$ cat src/rtl/rfsh_pkg.sv
package rfsh_pkg;

   typedef enum logic [2:0] {
      ST_IDLE,
      ST_WAIT,
      ST_WSU,
      ST_CSR,
      ST_RAS,
      ST_RP
   } rfsh_st_e;

   // Round a nanosecond limit up to whole clock cycles, never below one.
   function automatic int ns_to_cyc(input int ns, input int clk_ns);
      int c;
      c = (ns + clk_ns - 1) / clk_ns;
      return (c < 1) ? 1 : c;
   endfunction

   function automatic int imax(input int a, input int b);
      return (a > b) ? a : b;
   endfunction

endpackage

$ cat src/rtl/rfsh_timebase.sv
module rfsh_timebase #(
   parameter int PAUSE_CYC    = 10000,
   parameter int INTERVAL_CYC = 781
) (
   input  logic clk,
   input  logic rst_n,
   input  logic run_i,
   output logic pause_done_o,
   output logic tick_o
);
   localparam int PCW = (PAUSE_CYC < 1) ? 1 : $clog2(PAUSE_CYC + 1);
   localparam int ICW = $clog2(INTERVAL_CYC);

   if (INTERVAL_CYC < 2) begin : g_bad_interval
      $error("INTERVAL_CYC must be at least 2");
   end

   // Power-up pause: either absent or a saturating up-counter.
   if (PAUSE_CYC == 0) begin : g_nopause
      assign pause_done_o = 1'b1;
   end else begin : g_pause
      logic [PCW-1:0] pcnt_q;
      always_ff @(posedge clk or negedge rst_n) begin
         if (!rst_n) begin
            pcnt_q <= '0;
         end else if (pcnt_q != PCW'(PAUSE_CYC)) begin
            pcnt_q <= pcnt_q + PCW'(1);
         end
      end
      assign pause_done_o = (pcnt_q == PCW'(PAUSE_CYC));
   end

   // Refresh interval timer, held cleared until the block is ready.
   logic [ICW-1:0] icnt_q;
   logic           wrap;

   assign wrap   = (icnt_q == ICW'(INTERVAL_CYC - 1));
   assign tick_o = run_i && wrap;

   always_ff @(posedge clk or negedge rst_n) begin
      if (!rst_n) begin
         icnt_q <= '0;
      end else if (!run_i || wrap) begin
         icnt_q <= '0;
      end else begin
         icnt_q <= icnt_q + ICW'(1);
      end
   end

   // no refresh is scheduled while the pause is running
   a_r2_no_tick_in_pause: assert property (@(posedge clk) disable iff (!rst_n)
      !pause_done_o |-> !tick_o);

endmodule

$ cat src/rtl/rfsh_backlog.sv
module rfsh_backlog #(
   parameter int INIT_CYC = 8,
   parameter int PEND_MAX = 8
) (
   input  logic clk,
   input  logic rst_n,
   input  logic start_i,
   input  logic tick_i,
   input  logic take_i,
   output logic need_o,
   output logic init_busy_o,
   output logic ovf_o
);
   localparam int IW = $clog2(INIT_CYC + 1);
   localparam int PW = $clog2(PEND_MAX + 1);

   if (INIT_CYC < 1) begin : g_bad_init
      $error("INIT_CYC must be at least 1");
   end
   if (PEND_MAX < 1) begin : g_bad_pend
      $error("PEND_MAX must be at least 1");
   end

   logic          loaded_q;
   logic [IW-1:0] init_left_q;
   logic [PW-1:0] pend_q, pend_nx;
   logic          ovf_q, ovf_set;
   logic          take_pend;

   // A refresh goes to the init budget first, then to the backlog.
   assign take_pend = take_i && loaded_q && (init_left_q == '0);

   always_comb begin
      pend_nx = pend_q;
      ovf_set = 1'b0;
      if (tick_i && !take_pend) begin
         if (pend_q == PW'(PEND_MAX)) ovf_set = 1'b1;
         else                         pend_nx = pend_q + PW'(1);
      end else if (!tick_i && take_pend && (pend_q != '0)) begin
         pend_nx = pend_q - PW'(1);
      end
   end

   always_ff @(posedge clk or negedge rst_n) begin
      if (!rst_n) begin
         loaded_q    <= 1'b0;
         init_left_q <= '0;
         pend_q      <= '0;
         ovf_q       <= 1'b0;
      end else begin
         if (start_i && !loaded_q) begin
            loaded_q    <= 1'b1;
            init_left_q <= IW'(INIT_CYC);
         end else if (take_i && (init_left_q != '0)) begin
            init_left_q <= init_left_q - IW'(1);
         end
         pend_q <= pend_nx;
         if (ovf_set) ovf_q <= 1'b1;
      end
   end

   assign need_o      = (init_left_q != '0) || (pend_q != '0);
   assign init_busy_o = !loaded_q || (init_left_q != '0);
   assign ovf_o       = ovf_q;

   // the strobe sequencer only starts a refresh that is owed
   a_r10_take_needs_work: assert property (@(posedge clk) disable iff (!rst_n)
      take_i |-> need_o);

   // overflow stays set until reset
   a_r11_ovf_sticky: assert property (@(posedge clk) disable iff (!rst_n)
      ovf_o |=> ovf_o);

endmodule

$ cat src/rtl/rfsh_strobe_fsm.sv
module rfsh_strobe_fsm
   import rfsh_pkg::*;
#(
   parameter int WSU_CYC = 1,
   parameter int CSR_CYC = 1,
   parameter int RAS_CYC = 3,
   parameter int RP_CYC  = 3
) (
   input  logic clk,
   input  logic rst_n,
   input  logic need_i,
   input  logic gnt_i,
   output logic take_o,
   output logic req_o,
   output logic drv_en_o,
   output logic ras_n_o,
   output logic cas_n_o,
   output logic w_n_o,
   output logic idle_o
);
   localparam int LMAX = imax(imax(WSU_CYC, CSR_CYC), imax(RAS_CYC, RP_CYC));
   localparam int CW   = $clog2(LMAX + 1);
   localparam logic [CW-1:0] L_WSU = CW'(WSU_CYC - 1);
   localparam logic [CW-1:0] L_CSR = CW'(CSR_CYC - 1);
   localparam logic [CW-1:0] L_RAS = CW'(RAS_CYC - 1);
   localparam logic [CW-1:0] L_RP  = CW'(RP_CYC - 1);

   rfsh_st_e      st_q;
   logic [CW-1:0] cnt_q;
   logic          more_q;   // another refresh follows, keep CAS low in precharge
   logic          last;
   logic          busy;

   assign last = (cnt_q == '0);

   always_ff @(posedge clk or negedge rst_n) begin
      if (!rst_n) begin
         st_q   <= ST_IDLE;
         cnt_q  <= '0;
         more_q <= 1'b0;
      end else begin
         case (st_q)
            ST_IDLE: if (need_i) st_q <= ST_WAIT;
            ST_WAIT: if (gnt_i) begin
               st_q  <= ST_WSU;
               cnt_q <= L_WSU;
            end
            ST_WSU: begin
               if (!gnt_i)    st_q <= ST_WAIT;
               else if (last) begin
                  st_q  <= ST_CSR;
                  cnt_q <= L_CSR;
               end else       cnt_q <= cnt_q - CW'(1);
            end
            ST_CSR: begin
               if (!gnt_i)    st_q <= ST_WAIT;
               else if (last) begin
                  st_q  <= ST_RAS;
                  cnt_q <= L_RAS;
               end else       cnt_q <= cnt_q - CW'(1);
            end
            ST_RAS: begin
               if (last) begin
                  st_q   <= ST_RP;
                  cnt_q  <= L_RP;
                  more_q <= need_i;
               end else cnt_q <= cnt_q - CW'(1);
            end
            ST_RP: begin
               if (last) begin
                  if (more_q) begin
                     st_q  <= ST_RAS;
                     cnt_q <= L_RAS;
                  end else if (need_i) begin
                     st_q  <= ST_CSR;
                     cnt_q <= L_CSR;
                  end else begin
                     st_q  <= ST_IDLE;
                  end
                  more_q <= 1'b0;
               end else cnt_q <= cnt_q - CW'(1);
            end
            default: st_q <= ST_IDLE;
         endcase
      end
   end

   // A refresh is counted at the RAS falling edge it produces.
   assign take_o = ((st_q == ST_CSR) && gnt_i && last) ||
                   ((st_q == ST_RP) && last && more_q);

   assign busy     = (st_q == ST_WSU) || (st_q == ST_CSR) ||
                     (st_q == ST_RAS) || (st_q == ST_RP);
   assign drv_en_o = busy && gnt_i;
   assign req_o    = (st_q != ST_IDLE);
   assign idle_o   = (st_q == ST_IDLE);
   assign ras_n_o  = !(drv_en_o && (st_q == ST_RAS));
   assign cas_n_o  = !(drv_en_o && ((st_q == ST_CSR) || (st_q == ST_RAS) ||
                                    ((st_q == ST_RP) && more_q)));
   // Read level throughout; a low level at the RAS edge would select test mode.
   assign w_n_o    = 1'b1;

   // CAS is already low when RAS falls
   a_r4_cas_leads_ras: assert property (@(posedge clk) disable iff (!rst_n)
      $fell(ras_n_o) |-> $past(!cas_n_o));

   // request drops only with RAS precharged
   a_r9_req_after_precharge: assert property (@(posedge clk) disable iff (!rst_n)
      $fell(req_o) |-> (ras_n_o && $past(ras_n_o)));

endmodule

$ cat src/rtl/dram_rfsh_seq.sv
module dram_rfsh_seq
   import rfsh_pkg::*;
#(
   parameter int CLK_MHZ   = 50,
   parameter int PAUSE_US  = 200,
   parameter int INIT_CYC  = 8,
   parameter int ROWS      = 4096,
   parameter int RETAIN_US = 64000,
   parameter int PEND_MAX  = 8,
   parameter int T_CSR_NS  = 5,
   parameter int T_CHR_NS  = 10,
   parameter int T_WSU_NS  = 10,
   parameter int T_RAS_NS  = 60,
   parameter int T_RP_NS   = 40,
   parameter int T_RC_NS   = 104
) (
   input  logic clk,
   input  logic rst_n,
   input  logic gnt_i,
   output logic req_o,
   output logic drv_en_o,
   output logic ras_n_o,
   output logic cas_n_o,
   output logic w_n_o,
   output logic ready_o,
   output logic ovf_o
);
   localparam int CLK_NS       = 1000 / CLK_MHZ;
   localparam int PAUSE_CYC    = PAUSE_US * CLK_MHZ;
   localparam int INTERVAL_CYC = (RETAIN_US * CLK_MHZ) / ROWS;
   localparam int CSR_CYC      = ns_to_cyc(T_CSR_NS, CLK_NS);
   localparam int WSU_CYC      = ns_to_cyc(T_WSU_NS, CLK_NS);
   localparam int RAS_CYC      = imax(ns_to_cyc(T_RAS_NS, CLK_NS), ns_to_cyc(T_CHR_NS, CLK_NS));
   localparam int RP_CYC       = imax(ns_to_cyc(T_RP_NS, CLK_NS),
                                      ns_to_cyc(T_RC_NS, CLK_NS) - RAS_CYC);
   localparam int CYCLE_LEN    = WSU_CYC + CSR_CYC + RAS_CYC + RP_CYC + 2;
   localparam int RW           = $clog2(RAS_CYC + 2);

   if (CLK_MHZ < 1 || CLK_MHZ > 1000) begin : g_bad_clk
      $error("CLK_MHZ out of range");
   end
   if (INTERVAL_CYC <= CYCLE_LEN) begin : g_bad_rate
      $error("refresh interval shorter than one refresh cycle");
   end

   logic pause_done, tick, need, take, init_busy, fsm_idle;
   logic ready_q;

   rfsh_timebase #(
      .PAUSE_CYC    (PAUSE_CYC),
      .INTERVAL_CYC (INTERVAL_CYC)
   ) timebase_i (
      .clk          (clk),
      .rst_n        (rst_n),
      .run_i        (ready_q),
      .pause_done_o (pause_done),
      .tick_o       (tick)
   );

   rfsh_backlog #(
      .INIT_CYC (INIT_CYC),
      .PEND_MAX (PEND_MAX)
   ) backlog_i (
      .clk         (clk),
      .rst_n       (rst_n),
      .start_i     (pause_done),
      .tick_i      (tick),
      .take_i      (take),
      .need_o      (need),
      .init_busy_o (init_busy),
      .ovf_o       (ovf_o)
   );

   rfsh_strobe_fsm #(
      .WSU_CYC (WSU_CYC),
      .CSR_CYC (CSR_CYC),
      .RAS_CYC (RAS_CYC),
      .RP_CYC  (RP_CYC)
   ) strobe_i (
      .clk      (clk),
      .rst_n    (rst_n),
      .need_i   (need),
      .gnt_i    (gnt_i),
      .take_o   (take),
      .req_o    (req_o),
      .drv_en_o (drv_en_o),
      .ras_n_o  (ras_n_o),
      .cas_n_o  (cas_n_o),
      .w_n_o    (w_n_o),
      .idle_o   (fsm_idle)
   );

   always_ff @(posedge clk or negedge rst_n) begin
      if (!rst_n)                     ready_q <= 1'b0;
      else if (!init_busy && fsm_idle) ready_q <= 1'b1;
   end
   assign ready_o = ready_q;

   // Length of the current RAS low pulse, used by the width check below.
   logic [RW-1:0] ras_lo_run_q;
   always_ff @(posedge clk or negedge rst_n) begin
      if (!rst_n)                              ras_lo_run_q <= '0;
      else if (ras_n_o)                        ras_lo_run_q <= '0;
      else if (ras_lo_run_q != RW'(RAS_CYC + 1)) ras_lo_run_q <= ras_lo_run_q + RW'(1);
   end

   // ready only once the init budget is spent and the strobes are idle
   a_r3_ready_after_init: assert property (@(posedge clk) disable iff (!rst_n)
      $rose(ready_o) |-> (!init_busy && !req_o));

   // RAS low pulse lasts its full width
   a_r6_ras_width: assert property (@(posedge clk) disable iff (!rst_n)
      ($rose(ras_n_o) && gnt_i) |-> (ras_lo_run_q >= RW'(RAS_CYC)));

   // strobes released without a grant
   a_r8_quiet_without_grant: assert property (@(posedge clk) disable iff (!rst_n)
      !gnt_i |-> (ras_n_o && cas_n_o && !drv_en_o));

   // write enable high whenever RAS is low
   a_r5_w_high_in_ras: assert property (@(posedge clk) disable iff (!rst_n)
      !ras_n_o |-> w_n_o);

endmodule

$ cat config.mk
export PLATFORM = sky130hd
export DESIGN_NAME = dram_rfsh_seq
export DESIGN_NICKNAME = d
export VERILOG_FILES = /design/src/rtl/rfsh_pkg.sv /design/src/rtl/rfsh_timebase.sv /design/src/rtl/rfsh_backlog.sv /design/src/rtl/rfsh_strobe_fsm.sv /design/src/rtl/dram_rfsh_seq.sv
export SDC_FILE = /design/constraint.sdc
export NUM_CORES = 1
export LEC_CHECK = 0
export BUFFER_PORTS_ARGS = -buffer_cell sky130_fd_sc_hd__buf_4
export CAP_MARGIN = 20
export CORE_MARGIN = 3
export CORE_UTILIZATION = 42
export DETAILED_ROUTE_END_ITERATION = 16
export SYNTH_ARGS = -nofsm -noshare
export SYNTH_HDL_FRONTEND = slang
export SYNTH_SLANG_ARGS = --single-unit
$ cat constraint.sdc
create_clock -name clk -period 2.57 [get_ports clk]
set_input_delay 0.514 -clock clk [delete_from_list [all_inputs] [get_ports clk]]
set_output_delay 0.514 -clock clk [all_outputs]
set_load 0.02 [all_outputs]
==> metrics.md, run 1 <==
| Metric | Value |
|---|---|
| Worst path max stage delay | `420 ps` |
| Hold/Removal Path Class | `primary input to asynchronous set/reset pin` |
| Net load switching power | `693 uW` |
| Antenna Nets Post-Route | `0` |
| Post-synthesis cell type count | `50` |
| Startpoint types | `flop` |
| Initial antenna violation count | `0` |
| Maximum clock rate | `0.419 GHz` |
| Routed via count | `1665` |
| Clock Path Buffers | `2` |
| #FFs+latches synth | `41` |
| Pre-CTS setup slack | `94.4 ps` |
| First-pass GRT wire length | `7400 um` |
| CP arrival | `2610 ps` |
| CP Buf/Inv Count | `2` |
| Number of CTS-inserted buffers | `5` |
| H-tree depth | `2` |
| Largest net degree at the start of global routing | `42` |
| Power Dens Cells | `768 nW/um^2` |
| Starting Density | `0.446` |
| Multi-input gate area | `1230 um^2` |
| Asr flop ratio synth | `1.00` |
| Post-synth top cells | `dfrtp_1, nor2_1, nand2_1, nand3_1, xnor2_1` |
| # IOs | `10` |
| ANT cells | `0` |
| Clock Latency Late Sink | `300 ps` |
| Logic pwr share | `0.352` |
| CP Class | `flop to flop` |
| Net Sw Frac | `0.341` |
| Clk slew on worst S/H paths | `90 ps` |
| Cell Chain, Critical Path | `inv_1 -> ha_1 -> nand2_1 -> a211oi_2 -> nor2_2 -> inv_2 -> ha_1 -> a21o_1 -> a21oi_2 -> nand4_1 -> o31ai_4 -> xor2_1` |
| Setup TNS | `0 ps` |
| FP Rows | `26` |
| # setup viols final | `0` |
| Fin crit share | `0.929` |
| Final Hold Viols | `0` |
| Critical Path RT | `2790 ps` |
| Detail Placement HPWL | `2860 um` |
| Area contributors post-synth | `dfrtp_1, ha_1, xnor2_1` |
| Max cap viols | `0` |
| Drt wl/cell | `12.5 um` |
| DIE HEIGHT | `80.6 um` |
| Total global-route track usage | `0.145` |
| Post-Syn Area per Cell | `10.0 um^2` |
| TritonCTS clock tree | `yes` |
| Mapped cell area | `2340 um^2` |
| CTS Root Cell | `clkbuf_8` |
| Critical-path top delay cell | `dfrtp_1` |
| Top delay family on crit path | `compound AO/OA/AOI/OAI gates` |
| Die width | `80.6 um` |
| Yosys top cell area share | `0.439` |
| Fillers | `493` |
| Post-Route WL | `4050 um` |
| Core box area | `5240 um^2` |
| Clock power share | `0.264` |
| Cell internal pwr | `1340 uW` |
| Drt pass-1 iters | `4` |
| Initial DRC Count | `55` |
| Most frequent cell after synthesis | `dfrtp_1` |
| Top FF cell, synth | `dfrtp_1` |
| VDD IR-drop max | `0.318 mV` |
| Post-synth EDFFs | `0` |
| Grt ovf | `0` |
| Full die area | `6500 um^2` |
| Post-layout minimum cycle time | `2390 ps` |
| DR vias/cell | `5.15` |
| Layout cells sized above 1 | `0.162` |
| Final setup skew | `16.2 ps` |
| Area grow syn2layout | `13.2%` |
| Cells after synthesis | `233` |
| Static leakage power | `0.00119 uW` |
| Max-slew violations | `0` |
| DRC Markers | `0` |
| Hold Buf Count CTS | `0` |
| Worst-margin pin slew | `629 ps` |
| Seq pwr share | `0.384` |
| # clock sinks | `41` |
| Most frequent CP cell | `ha_1` |
| Setup crit end kind | `flop` |
| Tot Pwr | `2030 uW` |
| Yosys top cell by area | `dfrtp_1` |
| Synth Warn # | `0` |
| RD Place Congestion | `0.776` |
| Seq/Total Area, Yosys | `0.439` |
| Number of nets in the layout | `269` |
| Buffers on Ports | `8` |
| Syn nets | `250` |
| Relative slew slack | `0.578` |
| Final WS setup | `183 ps` |
| Worst Path Max Fanout | `4` |
| FF+latch area | `1030 um^2` |
| Vias in the first global route | `1661` |
| Outcome | `complete, no violations` |
routing by layer:
metal	share of wire	up-vias	GRT usage	wire [um]
li1	-	834	-	-
met1	0.48	799	0.192	1940
met2	0.46	25	0.233	1880
met3	0.037	7	0.0314	150
met4	0.019	0	0.0507	77
met5	0	-	0	0
repair_timing:
action                                  4_1_cts  5_1_grt
endpoints found under the setup margin        0        1
setup buffers                                 0        2
gates resized for setup                       0        1
layout make-up:
class,count,share of cell area
timing repair buffer,17,0.0482
clock buffer,6,0.0312
clock inverter,2,0.0142
sequential,41,0.388
inverter,14,0.0199
tap,70,0.0331
multi-input combinational,173,0.466
registers in the layout, summed over array words and instances (netlist names), 2 cells and up:
signal	flops
strobe_i.st_q	3
timebase_i.g_pause.pcnt_q	14
strobe_i.cnt_q	2
backlog_i.pend_q	4
backlog_i.init_left_q	4
timebase_i.icnt_q	10
final timing paths:
kind,start,to,slack (ps),cells past startpoint
setup / recovery,strobe_i.cnt_q[0],backlog_i.pend_q[3],180,12
hold / removal,rst_n,timebase_i.g_pause.pcnt_q[9],180,1
setup reg to reg,strobe_i.cnt_q[0],backlog_i.pend_q[3],180,12
hold reg to reg,backlog_i.ovf_o,backlog_i.ovf_o,470,1
max in group asynchronous,rst_n,timebase_i.icnt_q[8],2030,1
min in group clk,backlog_i.ovf_o,backlog_i.ovf_o,470,1
per-stage QoR:
step | hold WS (ps) | std cells | area (um^2) | utilization
after floorplan | 218 | 233 | 2340 | -
after global placement | 457 | 313 | 2510 | 0.479
after detailed placement | 455 | 313 | 2510 | 0.479
after CTS | 202 | 321 | 2630 | 0.502
after global routing | 224 | 323 | 2650 | 0.505
final | 181 | 323 | 2650 | 0.505
cells by family (layout without fill, tap and decap cells):
group / count (synthesis) / in the layout / synth area share
other: 1 / 1 / 0.00160
DFF: 41 / 41 / 0.439
and+or+nand+nor: 91 / 91 / 0.210
adders and majority gates: 14 / 14 / 0.0782
xor gates and xnor gates: 27 / 27 / 0.101
AOI/OAI and AO/OA: 36 / 36 / 0.112
buffers and inverters: 19 / 39 / 0.0353
muxes: 4 / 4 / 0.0219
power by group through the flow:
stage	Sequential [uW]	Combinational, uW	Clock [uW]
4_1_cts	781	717	553
5_1_grt	793	816	576
6_report	780	716	537
3_5_place_dp	793	710	0
3_3_place_gp	791	715	0
2_1_floorplan	789	515	0
cell usage in the layout, fill, tap and decap left out, types with 2 or more instances in the layout:
cell / synthesis / final
nor2b_1: 5 / 5
nor3_1: 4 / 4
dfrtp_1: 41 / 41
nor2_1: 23 / 23
xnor2_1: 14 / 14
inv_1: 13 / 13
ha_1: 13 / 13
nand4_1: 3 / 3
mux2_4: 2 / 2
nand3b_1: 4 / 4
buf_4: 3 / 17
xor2_1: 13 / 13
clkbuf_8: 0 / 6
nor4b_2: 2 / 2
a31oi_1: 2 / 2
and3_1: 3 / 3
nor4_1: 2 / 2
a211oi_1: 2 / 2
a21o_1: 2 / 2
nand3_1: 14 / 14
a21oi_1: 5 / 4
o21ai_0: 13 / 13
nand2_1: 20 / 20
o31ai_1: 2 / 2
No activity file was read; power rests on OpenSTA's default activity.
==> run 2: changes to the inputs <==
--- a/config.mk
+++ b/config.mk
@@ -8,7 +8,7 @@
 export BUFFER_PORTS_ARGS = -buffer_cell sky130_fd_sc_hd__buf_4
 export CAP_MARGIN = 20
 export CORE_MARGIN = 3
-export CORE_UTILIZATION = 42
+export CORE_UTILIZATION = 46
 export DETAILED_ROUTE_END_ITERATION = 16
 export SYNTH_ARGS = -nofsm -noshare
 export SYNTH_HDL_FRONTEND = slang
==> run 2 against run 1 <==
Sequential power increased by 0.6%; register-to-register slack got worse by 20 ps; die area decreased by 8.1%; design area decreased by 0.85%; first-iteration DRC count increased by 89%; largest cell class unchanged.
==> metrics.md, run 2 (synthesized netlist as in run 1, its figures left out) <==
| Metric | Value |
|---|---|
| Outcome | `complete, no violations (unchanged)` |
| Vias in the first global route | `1552 (was 1661)` |
| CP Class | `flop to flop (unchanged)` |
| # clock sinks | `41 (unchanged)` |
| DR vias/cell | `5.25 (was 5.15)` |
| Clock Path Buffers | `2 (unchanged)` |
| Top flop regs | `timebase_i.g_pause.pcnt_q (14), timebase_i.icnt_q (10) (unchanged)` |
| Drt pass-1 iters | `4 (unchanged)` |
| Final Hold Viols | `0 (unchanged)` |
| Detail Placement HPWL | `2900 um (was 2860 um)` |
| Clk slew on worst S/H paths | `80 ps (was 90 ps)` |
| Startpoint types | `flop (unchanged)` |
| DRC Markers | `0 (unchanged)` |
| Max FFs per register | `14 (unchanged)` |
| Largest reg by FF count | `timebase_i.g_pause.pcnt_q (unchanged)` |
| Worst Path Max Fanout | `4 (unchanged)` |
| DIE HEIGHT | `77.3 um (was 80.6 um)` |
| Max cap viols | `0 (unchanged)` |
| Antenna Nets Post-Route | `0 (unchanged)` |
| Fin area | `2620 um^2 (was 2650 um^2)` |
| Setup crit end kind | `flop (unchanged)` |
| Number of nets in the layout | `267 (was 269)` |
| Pre-CTS setup slack | `182 ps (was 94.4 ps)` |
| Commonest non-fill, non-tap cell in the layout | `dfrtp_1 (unchanged)` |
| Total global-route track usage | `0.151 (was 0.145)` |
| # IOs | `10 (unchanged)` |
| CP arrival | `2620 ps (was 2610 ps)` |
| First-pass GRT wire length | `7250 um (was 7400 um)` |
| Buffers on Ports | `8 (unchanged)` |
| ANT cells | `0 (unchanged)` |
| Routed via count | `1668 (was 1665)` |
| Final setup skew | `2.94 ps (was 16.2 ps)` |
| Power Dens Cells | `768 nW/um^2 (about the same)` |
| Max-slew violations | `0 (unchanged)` |
| Hold Buf Count CTS | `0 (unchanged)` |
| Static leakage power | `0.00118 uW (was 0.00119 uW)` |
| Hold/Removal Path Class | `primary input to asynchronous set/reset pin (unchanged)` |
| H-tree depth | `2 (unchanged)` |
| Area grow syn2layout | `12.3% (was 13.2%)` |
| Most frequent cells in the layout | `dfrtp_1, nor2_1, nand2_1 (unchanged)` |
| Clock Latency Late Sink | `290 ps (was 300 ps)` |
| Drt wl/cell | `12.8 um (was 12.5 um)` |
| Layout cells sized above 1 | `0.151 (was 0.162)` |
| Post-layout minimum cycle time | `2410 ps (was 2390 ps)` |
| Full die area | `5970 um^2 (was 6500 um^2)` |
| Final WS setup | `164 ps (was 183 ps)` |
| Die width | `77.3 um (was 80.6 um)` |
| Relative slew slack | `0.570 (was 0.578)` |
| Starting Density | `0.485 (was 0.446)` |
| RD Place Congestion | `0.751 (was 0.776)` |
| FP Rows | `25 (was 26)` |
| Core box area | `4820 um^2 (was 5240 um^2)` |
| Fin crit share | `0.936 (was 0.929)` |
| Largest net degree at the start of global routing | `42 (unchanged)` |
| VDD IR-drop max | `0.433 mV (was 0.318 mV)` |
| Worst hold margin | `193 ps (was 181 ps)` |
| Final core utilization | `0.545 (was 0.505)` |
| Initial antenna violation count | `0 (unchanged)` |
| Placed cell areas | `2500 um^2 (was 2510 um^2)` |
| # setup viols final | `0 (unchanged)` |
| CTS Root Cell | `clkbuf_8 (unchanged)` |
| Initial DRC Count | `104 (was 55)` |
| Worst-margin pin slew | `643 ps (was 629 ps)` |
| Number of CTS-inserted buffers | `5 (unchanged)` |
| Critical Path RT | `2790 ps (about the same)` |
| TritonCTS clock tree | `yes (unchanged)` |
| Maximum clock rate | `0.416 GHz (was 0.419 GHz)` |
| Post-CTS Setup Bufs | `0 (unchanged)` |
| Reg2Reg Depth | `12 (unchanged)` |
| Grt ovf | `0 (unchanged)` |
| Post-Route WL | `4080 um (was 4050 um)` |
[run 2: where the power goes]
part	leakage [uW]	switching, uW	internal (uW)	total (uW)
sequential	0.000542	66.9	718	785
clock	0.0000585	216	317	533
combinational	0.000580	400	297	697
[run 2: layer usage]
| layer | wire [um] | track usage |
|---|---|---|
| met5 | 0 | 0 |
| met2 | 1900 | 0.232 |
| met3 | 116 | 0.0293 |
| met4 | 46 | 0.0641 |
| met1 | 2010 | 0.209 |
[run 2: repair_timing]
| item | CTS | global route |
|---|---|---|
| endpoints found under the setup margin | 0 | 1 |
| gates resized for setup | 0 | 1 |
| hold endpoints to repair | 0 | 0 |
[run 2: worst paths after layout]
check | start | to | slack, ps
max | timebase_i.icnt_q[0] | backlog_i.pend_q[3] | 160
min | rst_n | strobe_i.more_q | 190
max reg2reg | timebase_i.icnt_q[0] | backlog_i.pend_q[3] | 160
min reg2reg | timebase_i.icnt_q[0] | timebase_i.icnt_q[0] | 480
max in group asynchronous | rst_n | timebase_i.g_pause.pcnt_q[0] | 2030
min in group clk | timebase_i.icnt_q[0] | timebase_i.icnt_q[0] | 480
[run 2: metrics by stage]
| step | cells | power (uW) | setup TNS [ps] |
|---|---|---|---|
| 2_1_floorplan | 233 | 1300 | 0 |
| 3_3_place_gp | 310 | 1500 | 0 |
| 3_5_place_dp | 310 | 1490 | 0 |
| 4_1_cts | 318 | 2040 | 0 |
| 5_1_grt | 318 | 2150 | -14.4 |
| 6_report | 318 | 2010 | 0 |
[run 2: area by class of cell]
cell class / instances / area [um^2]
Multi-Input combinational cell: 173 / 1230
Inverter: 14 / 52.6
Timing Repair Buffer: 15 / 113
Clock inverter: 1 / 30.0
Sequential cell: 41 / 1030
Tap cell: 67 / 83.8
Fill cell: 452 / 2190
Clock buffer: 7 / 86.3
[run 2: worst max-delay path, cell delays in order, from the launching register on]
cell	delay [ps]
dfrtp_1	410
inv_1	70
ha_1	140
and4b_1	230
nand4_1	210
nor2_2	200
inv_2	70
ha_1	270
a21o_1	170
a21oi_2	150
nand4_1	160
o31ai_4	90
xor2_1	160
